**src/rtl/mac_pkg.sv**
```systemverilog
package mac_pkg;
    localparam int OP_W      = 8;
    localparam int CFG_W     = 3;
    localparam int BIAS_W    = 16;
    localparam int SHIFT_MAX = (1 << CFG_W) - 1;
    localparam int SHIFT_W   = CFG_W + 1;
    localparam int PROD_W    = 2 * OP_W;

    typedef enum logic {
        PAD_LOW  = 1'b0,
        PAD_HIGH = 1'b1
    } pad_e;

    typedef struct packed {
        logic [CFG_W-1:0] alpha;
        logic [CFG_W-1:0] beta;
        pad_e             pad;
    } cfg_t;

    // Total left shift applied to the finished sum.
    function automatic logic [SHIFT_W-1:0] rescale_amount(cfg_t c);
        if (c.pad == PAD_HIGH)
            return '0;
        return SHIFT_W'(c.alpha) + SHIFT_W'(c.beta);
    endfunction
endpackage

```
**src/rtl/mac_operand_reducer.sv**
```systemverilog
module mac_operand_reducer
    import mac_pkg::*;
#(
    parameter int W  = OP_W,
    parameter int SW = CFG_W
) (
    input  logic          clk,
    input  logic          rst,
    input  logic [W-1:0]  op_in,
    input  logic [SW-1:0] drop,
    input  pad_e          pad,
    output logic [W-1:0]  op_out
);
    // lim = 2^(W-drop): one past the largest value the reduced width can hold
    logic [W:0]   lim;
    logic [W-1:0] red_max;
    logic [W-1:0] shifted;
    logic [W-1:0] clamped;

    always_comb begin
        lim     = {1'b1, {W{1'b0}}} >> drop;
        red_max = W'(lim - (W+1)'(1));
        shifted = op_in >> drop;
        clamped = (op_in > red_max) ? red_max : op_in;
        op_out  = (pad == PAD_HIGH) ? clamped : shifted;
    end

    // narrowing never enlarges the operand
    a_r4_no_growth: assert property (@(posedge clk) disable iff (rst)
        op_out <= op_in);

    // the reduced operand fits the reduced width
    a_r5_in_range: assert property (@(posedge clk) disable iff (rst)
        {1'b0, op_out} < ({1'b1, {W{1'b0}}} >> drop));
endmodule

```
**src/rtl/mac_accumulator.sv**
```systemverilog
module mac_accumulator
    import mac_pkg::*;
#(
    parameter int ACC_W = 32
) (
    input  logic              clk,
    input  logic              rst,
    input  logic              clear,
    input  logic [BIAS_W-1:0] bias,
    input  logic              add_en,
    input  logic [PROD_W-1:0] addend,
    output logic [ACC_W-1:0]  acc,
    output logic [ACC_W-1:0]  acc_next
);
    localparam logic [ACC_W-1:0] ACC_MAX = '1;

    logic [ACC_W-1:0] base;
    logic [ACC_W:0]   sum;

    always_comb begin
        base = clear ? ACC_W'(bias) : acc;
        sum  = {1'b0, base} + (ACC_W+1)'(add_en ? addend : '0);
        acc_next = sum[ACC_W] ? ACC_MAX : sum[ACC_W-1:0];
    end

    always_ff @(posedge clk) begin
        if (rst)
            acc <= '0;
        else if (clear || add_en)
            acc <= acc_next;
    end

    // once saturated, the accumulator stays saturated until a new start
    a_r7_sat_hold: assert property (@(posedge clk) disable iff (rst)
        (acc == ACC_MAX && !clear) |=> acc == ACC_MAX);

    // without a new start, the accumulator never goes down
    a_r9_monotone: assert property (@(posedge clk) disable iff (rst)
        !clear |=> acc >= $past(acc));
endmodule

```
**src/rtl/mac_rescaler.sv**
```systemverilog
module mac_rescaler
    import mac_pkg::*;
#(
    parameter int ACC_W = 32,
    parameter int OUT_W = ACC_W + 2 * SHIFT_MAX
) (
    input  logic               clk,
    input  logic               rst,
    input  logic               fire,
    input  logic [ACC_W-1:0]   acc_final,
    input  logic [SHIFT_W-1:0] shamt,
    output logic               res_valid,
    output logic [OUT_W-1:0]   res_data
);
    logic [OUT_W-1:0] scaled;

    always_comb scaled = OUT_W'(acc_final) << shamt;

    always_ff @(posedge clk) begin
        if (rst) begin
            res_valid <= 1'b0;
            res_data  <= '0;
        end else begin
            res_valid <= fire;
            if (fire)
                res_data <= scaled;
        end
    end

    // a result pulse always follows a final beat
    a_r8_pulse: assert property (@(posedge clk) disable iff (rst)
        res_valid |-> $past(fire));

    // the result holds between final beats
    a_r8_hold: assert property (@(posedge clk) disable iff (rst)
        !fire |=> $stable(res_data));
endmodule

```
**src/rtl/aging_mac.sv**
```systemverilog
module aging_mac
    import mac_pkg::*;
#(
    parameter int ACC_W = 32,
    localparam int OUT_W = ACC_W + 2 * SHIFT_MAX
) (
    input  logic              clk,
    input  logic              rst,
    input  logic              start,
    input  logic [CFG_W-1:0]  cfg_alpha,
    input  logic [CFG_W-1:0]  cfg_beta,
    input  logic              cfg_pad_msb,
    input  logic [BIAS_W-1:0] bias,
    input  logic              in_valid,
    input  logic [OP_W-1:0]   in_act,
    input  logic [OP_W-1:0]   in_wgt,
    input  logic              in_last,
    output logic              res_valid,
    output logic [OUT_W-1:0]  res_data
);
    cfg_t              cfg_in;
    cfg_t              cfg_q;
    cfg_t              cfg_eff;
    logic [OP_W-1:0]   act_red;
    logic [OP_W-1:0]   wgt_red;
    logic [PROD_W-1:0] product;
    logic [ACC_W-1:0]  acc;
    logic [ACC_W-1:0]  acc_next;
    logic              fire;

    always_comb begin
        cfg_in.alpha = cfg_alpha;
        cfg_in.beta  = cfg_beta;
        cfg_in.pad   = pad_e'(cfg_pad_msb);
        cfg_eff      = start ? cfg_in : cfg_q;
        product      = PROD_W'(act_red) * PROD_W'(wgt_red);
        fire         = in_valid && in_last;
    end

    always_ff @(posedge clk) begin
        if (rst)
            cfg_q <= '0;
        else if (start)
            cfg_q <= cfg_in;
    end

    mac_operand_reducer #(.W(OP_W), .SW(CFG_W)) u_red_act (
        .clk    (clk),
        .rst    (rst),
        .op_in  (in_act),
        .drop   (cfg_eff.alpha),
        .pad    (cfg_eff.pad),
        .op_out (act_red)
    );

    mac_operand_reducer #(.W(OP_W), .SW(CFG_W)) u_red_wgt (
        .clk    (clk),
        .rst    (rst),
        .op_in  (in_wgt),
        .drop   (cfg_eff.beta),
        .pad    (cfg_eff.pad),
        .op_out (wgt_red)
    );

    mac_accumulator #(.ACC_W(ACC_W)) u_acc (
        .clk      (clk),
        .rst      (rst),
        .clear    (start),
        .bias     (bias),
        .add_en   (in_valid),
        .addend   (product),
        .acc      (acc),
        .acc_next (acc_next)
    );

    mac_rescaler #(.ACC_W(ACC_W), .OUT_W(OUT_W)) u_out (
        .clk       (clk),
        .rst       (rst),
        .fire      (fire),
        .acc_final (acc_next),
        .shamt     (rescale_amount(cfg_eff)),
        .res_valid (res_valid),
        .res_data  (res_data)
    );

    // the captured configuration changes only on a start pulse
    a_r6_cfg_hold: assert property (@(posedge clk) disable iff (rst)
        !start |=> $stable(cfg_q));

    // no result pulse without a valid final beat
    a_r10_last_gated: assert property (@(posedge clk) disable iff (rst)
        (in_last && !in_valid) |=> !res_valid);
endmodule

```
**config.mk**
```make
export PLATFORM = sky130hd
export DESIGN_NAME = aging_mac
export DESIGN_NICKNAME = d
export VERILOG_FILES = /design/src/rtl/mac_pkg.sv /design/src/rtl/mac_operand_reducer.sv /design/src/rtl/mac_accumulator.sv /design/src/rtl/mac_rescaler.sv /design/src/rtl/aging_mac.sv
export SDC_FILE = /design/constraint.sdc
export NUM_CORES = 1
export LEC_CHECK = 0
export ABC_AREA = 1
export BUFFER_PORTS_ARGS = -buffer_cell sky130_fd_sc_hd__buf_2
export CORE_MARGIN = 3
export CORE_UTILIZATION = 42
export CTS_BUF_LIST = sky130_fd_sc_hd__clkbuf_16
export DETAILED_ROUTE_END_ITERATION = 6
export RECOVER_POWER = 25
export SYNTH_ARGS = -nofsm -noshare
export SYNTH_HDL_FRONTEND = slang
export SYNTH_SLANG_ARGS = --single-unit
```
**constraint.sdc**
```tcl
create_clock -name clk -period 9.9 [get_ports clk]
set_input_delay 0.99 -clock clk [delete_from_list [all_inputs] [get_ports clk]]
set_output_delay 0.99 -clock clk [all_outputs]
set_load 0.01 [all_outputs]
```
---- After elaboration in Yosys (flattened, before gate mapping) ----
Cells that the tools add are included.
operators by class
  reductions and logical operators ........ 2
  shifts and indexed selects .............. 5
  $lt $le $gt $ge ......................... 2
  multipliers ............................. 1
  $add $sub $neg .......................... 4
  muxes and demuxes ....................... 11
operators by type and width
  cell                                               count
  two-way mux 32 bit                                 2
  << shifter 32 x 4 -> 46 bit                        1
  adder 32 x 33 -> 33 bit                            1
  two-way mux 8 bit                                  4
  right shift 9 x 3 -> 8 bit (first input constant)  2
  > comparator 8 bit                                 2
  multiplier 8 x 8 -> 16 bit                         1
  two-way mux 16 bit                                 1
  right shift 8 x 3 -> 8 bit                         2
  subtractor 8 x 1 -> 8 bit (second input constant)  2
  two-way mux 4 bit                                  2
  two-way mux 7 bit                                  1
  adder 3 x 3 -> 4 bit                               1
  logical AND 1 bit                                  1
  logical OR 1 bit                                   1
  two-way mux 1 bit                                  1
storage, ports and cells
  output and inout port bits .............. 47
  word-level logic and storage cells ...... 31
  register bits after elaboration ......... 86
  input bits .............................. 44

---- Longest topological paths before layout ----
  depth after elaboration ................. 11
  mapped depth ............................ 60
  depth with buffers taken out ............ 58

---- Modules after synthesis ----
Synthesis repeated with hierarchy kept, for this count alone.
second synthesis, totals
  cells, all modules ...................... 1,915
  area, all modules ....................... 10,905.5 sq um
by module, submodules not included
  module               cells each  sequential area each (sq um)  instances  area each (sq um)
  mac_accumulator      682         640.6                         1          3,617.2
  mac_rescaler         545         940.9                         1          3,159.3
  aging_mac            430         140.1                         1          2,767.7
  mac_operand_reducer  129         0.0                           2          680.7

---- Worst setup path before layout ----
Ideal clock, no wire load.
  kind .................................... input-to-reg
  from .................................... input start
  to ...................................... register u_out.res_data[26]
  data arrival time ....................... 8,775 ps
  setup slack ............................. 1,057 ps
  stages on the path ...................... 53
  setup time .............................. 67 ps
  buffers on the path ..................... 4
  required time ........................... 9,833 ps
  path through ............................ buf_6 > inv_4 > buf_12 > or2_1 > o21ai_1 > buf_2 > nor2_1 > nand2_1 > ha_1 > xor2_2 > mux2i_1 > ha_1 > nand2_1 > inv_1 > o21ai_0 > nand2_1 > nand2_1 > o211ai_1 > [... 17 more ...] > xor2_1 > nor2_1 > ha_1 > nand2_1 > nor2_1 > nand2_1 > nor2_2 > nand2_1 > nand2_2 > nand2_4 > buf_6 > nand4_1 > nand3_1 > nand3_1 > nand3_1 > nand2_1 > inv_1 > a21oi_2
on the way
  longest elaborated chain between the ends .. 11
  elaborated cells on any way between the ends .. 22
  those cells by class .................... add/sub (4); mul (1); order compare (2); shift (5); mux (10)
RTL lines
  what                             RTL line                   text
  start: declaration               aging_mac.sv:9             input logic start,
  two-way mux 7 bit                n/a
  right shift 9 x 3 -> 8 bit       mac_operand_reducer.sv:21  lim = {1'b1, {W{1'b0}}} >> drop;
  subtractor 8 x 1 -> 8 bit        mac_operand_reducer.sv:22  red_max = W'(lim - (W+1)'(1));
  > comparator 8 bit               mac_operand_reducer.sv:24  clamped = (op_in > red_max) ? red_max : op_in;
  two-way mux 8 bit                mac_operand_reducer.sv:24
  two-way mux 8 bit                mac_operand_reducer.sv:25  op_out = (pad == PAD_HIGH) ? clamped : shifted;
  multiplier 8 x 8 -> 16 bit       aging_mac.sv:36            product = PROD_W'(act_red) * PROD_W'(wgt_red);
  two-way mux 16 bit               mac_accumulator.sv:22      sum = {1'b0, base} + (ACC_W+1)'(add_en ? addend : '0);
  adder 32 x 33 -> 33 bit          mac_accumulator.sv:22
  two-way mux 32 bit               mac_accumulator.sv:23      acc_next = sum[ACC_W] ? ACC_MAX : sum[ACC_W-1:0];
  << shifter 32 x 4 -> 46 bit (*)  mac_rescaler.sv:17         always_comb scaled = OUT_W'(acc_final) << shamt;
  end signal: assignment           mac_rescaler.sv:26         res_data <= scaled;
  end: declaration                 mac_rescaler.sv:13         output logic [OUT_W-1:0] res_data
Every way passes the cells marked *; elsewhere a longest branch is shown, timed or not.
A chain may end at the register's enable or synchronous reset.

==> impl_metrics.yaml <==
status:
  status: "finished, violations left"
  failed_checks: "design-rule violations"
job:
  drv_cap: 0
logic_synthesis:
  synthCells: 1670
  yosysTopAreaCell: "dfxtp_1"
  netlist_top_cells_area: "dfxtp_1 (17%), nand2_1 (15%), nand3_1 (13%)"
  syn_nets: 1822
  yosysMostFrequentCell: "nand2_1"
  synth_cell_types: 58
  synth_area_per_cell_sq_um: 6.19
  yosys_warnings: 0
  synth.cell_area_sq_um: 10300
  synth-seq-cells: 86
  synth.top_cell.area_share: 0.167
  async_flop_share: 0
  synth_flop_cell: "dfxtp_1"
  yosysSeqAreaShare: 0.167
  ys_top_cells_by_count: "nand2_1 (404), nand3_1 (270), inv_1 (246), nor2_1 (132), dfxtp_1 (86)"
  synth_edf_count: 0
cts:
  worstSkewPairLatency_ns: 0.37
  cts_buffer_depth: 2
  clkSinkCount: 86
  clkTransAtPathRegs_ns: 0.07
  cts_tree: "built"
  cts_buffers: 9
  clockRootBuffer: "clkbuf_16"
  htreeDepth: 3
worst_setup_path:
  crit_top_cell: "nand2_1"
  startpoint: "start"
  worst-path-max-fanout: 7
  worstSetupPathType: "in2reg"
  endpoint: "u_out.res_data[30]"
  critPathMaxStageDelay_ns: 0.56
  reg2regPathDepth: 52
  worstReg2RegStart: "cfg_q[4]"
  regToRegSetupSlack_ns: 1.14
  cp-start-kind: "primary input"
  slowest_stage: "fa_1"
  worstPathRequired_ns: 10.16
  crit_path_end_kind: "flip-flop"
  reg2reg_to: "u_out.res_data[30]"
  cp.arrival_ns: 9.55
power:
  p_per_area_nw_per_um2: 276
  switching_share: 0.562
  p_leak_nw: 5.95
  pwr-share-clk: 0.120
  vdd_ir_drop_max_uv: 169
  switchingPower_mw: 1.78
  p_int_mw: 1.39
  p_comb_frac: 0.743
  p_seq_frac: 0.137
die:
  io-pin-count: 91
  die_w_microns: 163
  fp.dieArea_sq_um: 26500
  start_util: 0.434
  fp.dieH_microns: 163
  fp-row-count: 56
  coreArea_sq_um: 23800
place:
  finalWeightedCongestion: 0.921
  placed_area_sq_um: 11100
  port_buffers: 90
  dp_hpwl_microns: 26000
layout:
  multiInputGateArea_sq_um: 7330
  stdcell_area_sq_um: 11500
  syn_to_final_growth_pct: 11.1
  fillers: 2544
  antenna_cells: 0
  fin_nets: 1891
  fin_util: 0.482
  regArea_sq_um: 1720
  drive_gt1_frac: 0.134
timing:
  worst_pin_slew_ns: 1.06
  hold_viol: 0
  relSlewSlack: 0.290
  fin_skew_ns: 0.0138
  fmax_mhz: 108
  report.final.setup_viol: 0
  min_period_ns: 9.30
  drv_slew: 0
  hold-worst-slack_ns: 0.463
  rsz0062_at_grt: "true"
  period_share: 0.939
routing:
  post_drt_wl_per_cell_microns: 16.1
  drc_errors: 3
  via_per_inst: 5.33
  drt_first_iter_violations: 801
  num_vias: 10996
  ant_nets: 0
  dr.pass1.iters: 7
  drt_wl_total_microns: 33200
global_route:
  antenna_found_initial: 0
  grt_pass1_vias: 10570
  grtUsageTotal: 0.248
  grt_overflow_total: 0
  grt_pass1_wl_microns: 53500
  grt_max_degree: 53
worst_hold_path:
  hp-class: "reg2reg"
[worst min path at each step]
stage,startpoint,end,cells after the start
2_1_floorplan,u_acc.acc[1],u_acc.acc[1],2
3_3_place_gp,u_out.res_data[3],u_out.res_data[3],2
3_5_place_dp,u_out.res_data[43],u_out.res_data[43],2
4_1_cts,u_out.res_data[43],u_out.res_data[43],2
5_1_grt,u_out.res_data[6],u_out.res_data[6],2
6_report,u_out.res_data[3],u_out.res_data[3],2
[power groups by stage]
stage / clock, mW / sequential [mW] / combinational (mW)
final: 0.380 / 0.433 / 2.35
after global routing: 0.393 / 0.438 / 2.67
after CTS: 0.383 / 0.432 / 2.32
after detailed placement: 0 / 0.439 / 2.30
after global placement: 0 / 0.439 / 2.28
after floorplan: 0 / 0.442 / 1.69
[what timing repair did]
action / in CTS / in global routing
gates resized for setup: 0 / 22
setup endpoints to repair: 0 / 46
setup buffers: 0 / 2
hold buffers: 0 / 0
[final cells by class]
| class | count | area share |
|---|---|---|
| Multi-Input combinational cell | 1253 | 0.639 |
| Inverter | 262 | 0.0861 |
| Timing Repair Buffer | 127 | 0.0631 |
| Tap cell | 319 | 0.0348 |
| Sequential cell | 86 | 0.150 |
| Clock inverter | 7 | 0.00752 |
| Clock buffer | 9 | 0.0196 |
[metrics by stage]
stage	power, mW	setup TNS (ns)	setup WS [ns]	instances
finish	3.16	0	0.604	2063
global route	3.51	-0.450	-0.0876	2063
CTS	3.13	0	0.385	2061
detailed placement	2.74	0	0.0451	2045
global placement	2.72	0	0.140	2045
floorplan	2.13	0	1.06	1670
[kinds of logic (layout without fill, tap and decap cells)]
kind of cell               after synthesis  count (layout)  share of synthesized area
DFF                                     86              86                      0.167
muxes                                    1               1                   0.000969
and+or+nand+nor                        917             917                      0.400
buffers and inverters                  331             405                      0.133
xor gates and xnor gates                13              13                     0.0117
adders and majority gates              108             108                      0.158
AOI/OAI and AO/OA                      214             214                      0.129
[worst max-delay path: cells and delay by family]
kind | cells | cell delay [ns]
buffers and inverters | 10 | 0.79
and+or+nand+nor | 24 | 2.83
adders and majority gates | 8 | 3.35
xor gates and xnor gates | 2 | 0.36
muxes | 1 | 0.12
AOI/OAI and AO/OA | 8 | 1.11
[layout by cell type, fill, tap and decap left out, types with 3 or more instances in the layout]
master     count
a21oi_2        7
buf_4         36
nor2_1       124
o21ai_1       15
o21ai_2        9
nor3_1         7
nand3_1      270
xnor2_1        3
dfxtp_1       86
o21ai_0       42
nor2_2        15
nand2_2       11
or2_1         12
fa_1          38
inv_1        244
or2_2          4
inv_6          3
o221ai_1       4
a41oi_1        7
o211ai_1      26
nand3_2        7
inv_2         14
nand2_1      402
clkbuf_16      9
buf_2         90
xor2_1         9
a21oi_1       67
nor2_4         5
a31oi_1       18
ha_1          70
nand4_1       51
[metal layers]
layer	routed length, microns	up-vias	track usage
li1	-	5640	-
met5	0	-	0
met1	14800	5018	0.318
met4	1070	0	0.0873
met3	1370	61	0.0272
met2	15900	277	0.433
[sequential cells by signal, summed over array words and instances (netlist names)]
| name | cells |
|---|---|
| u_out.res_data | 46 |
| u_out.res_valid | 1 |
| u_acc.acc | 32 |
| cfg_q | 7 |
Power figures use the tool's default switching activity.
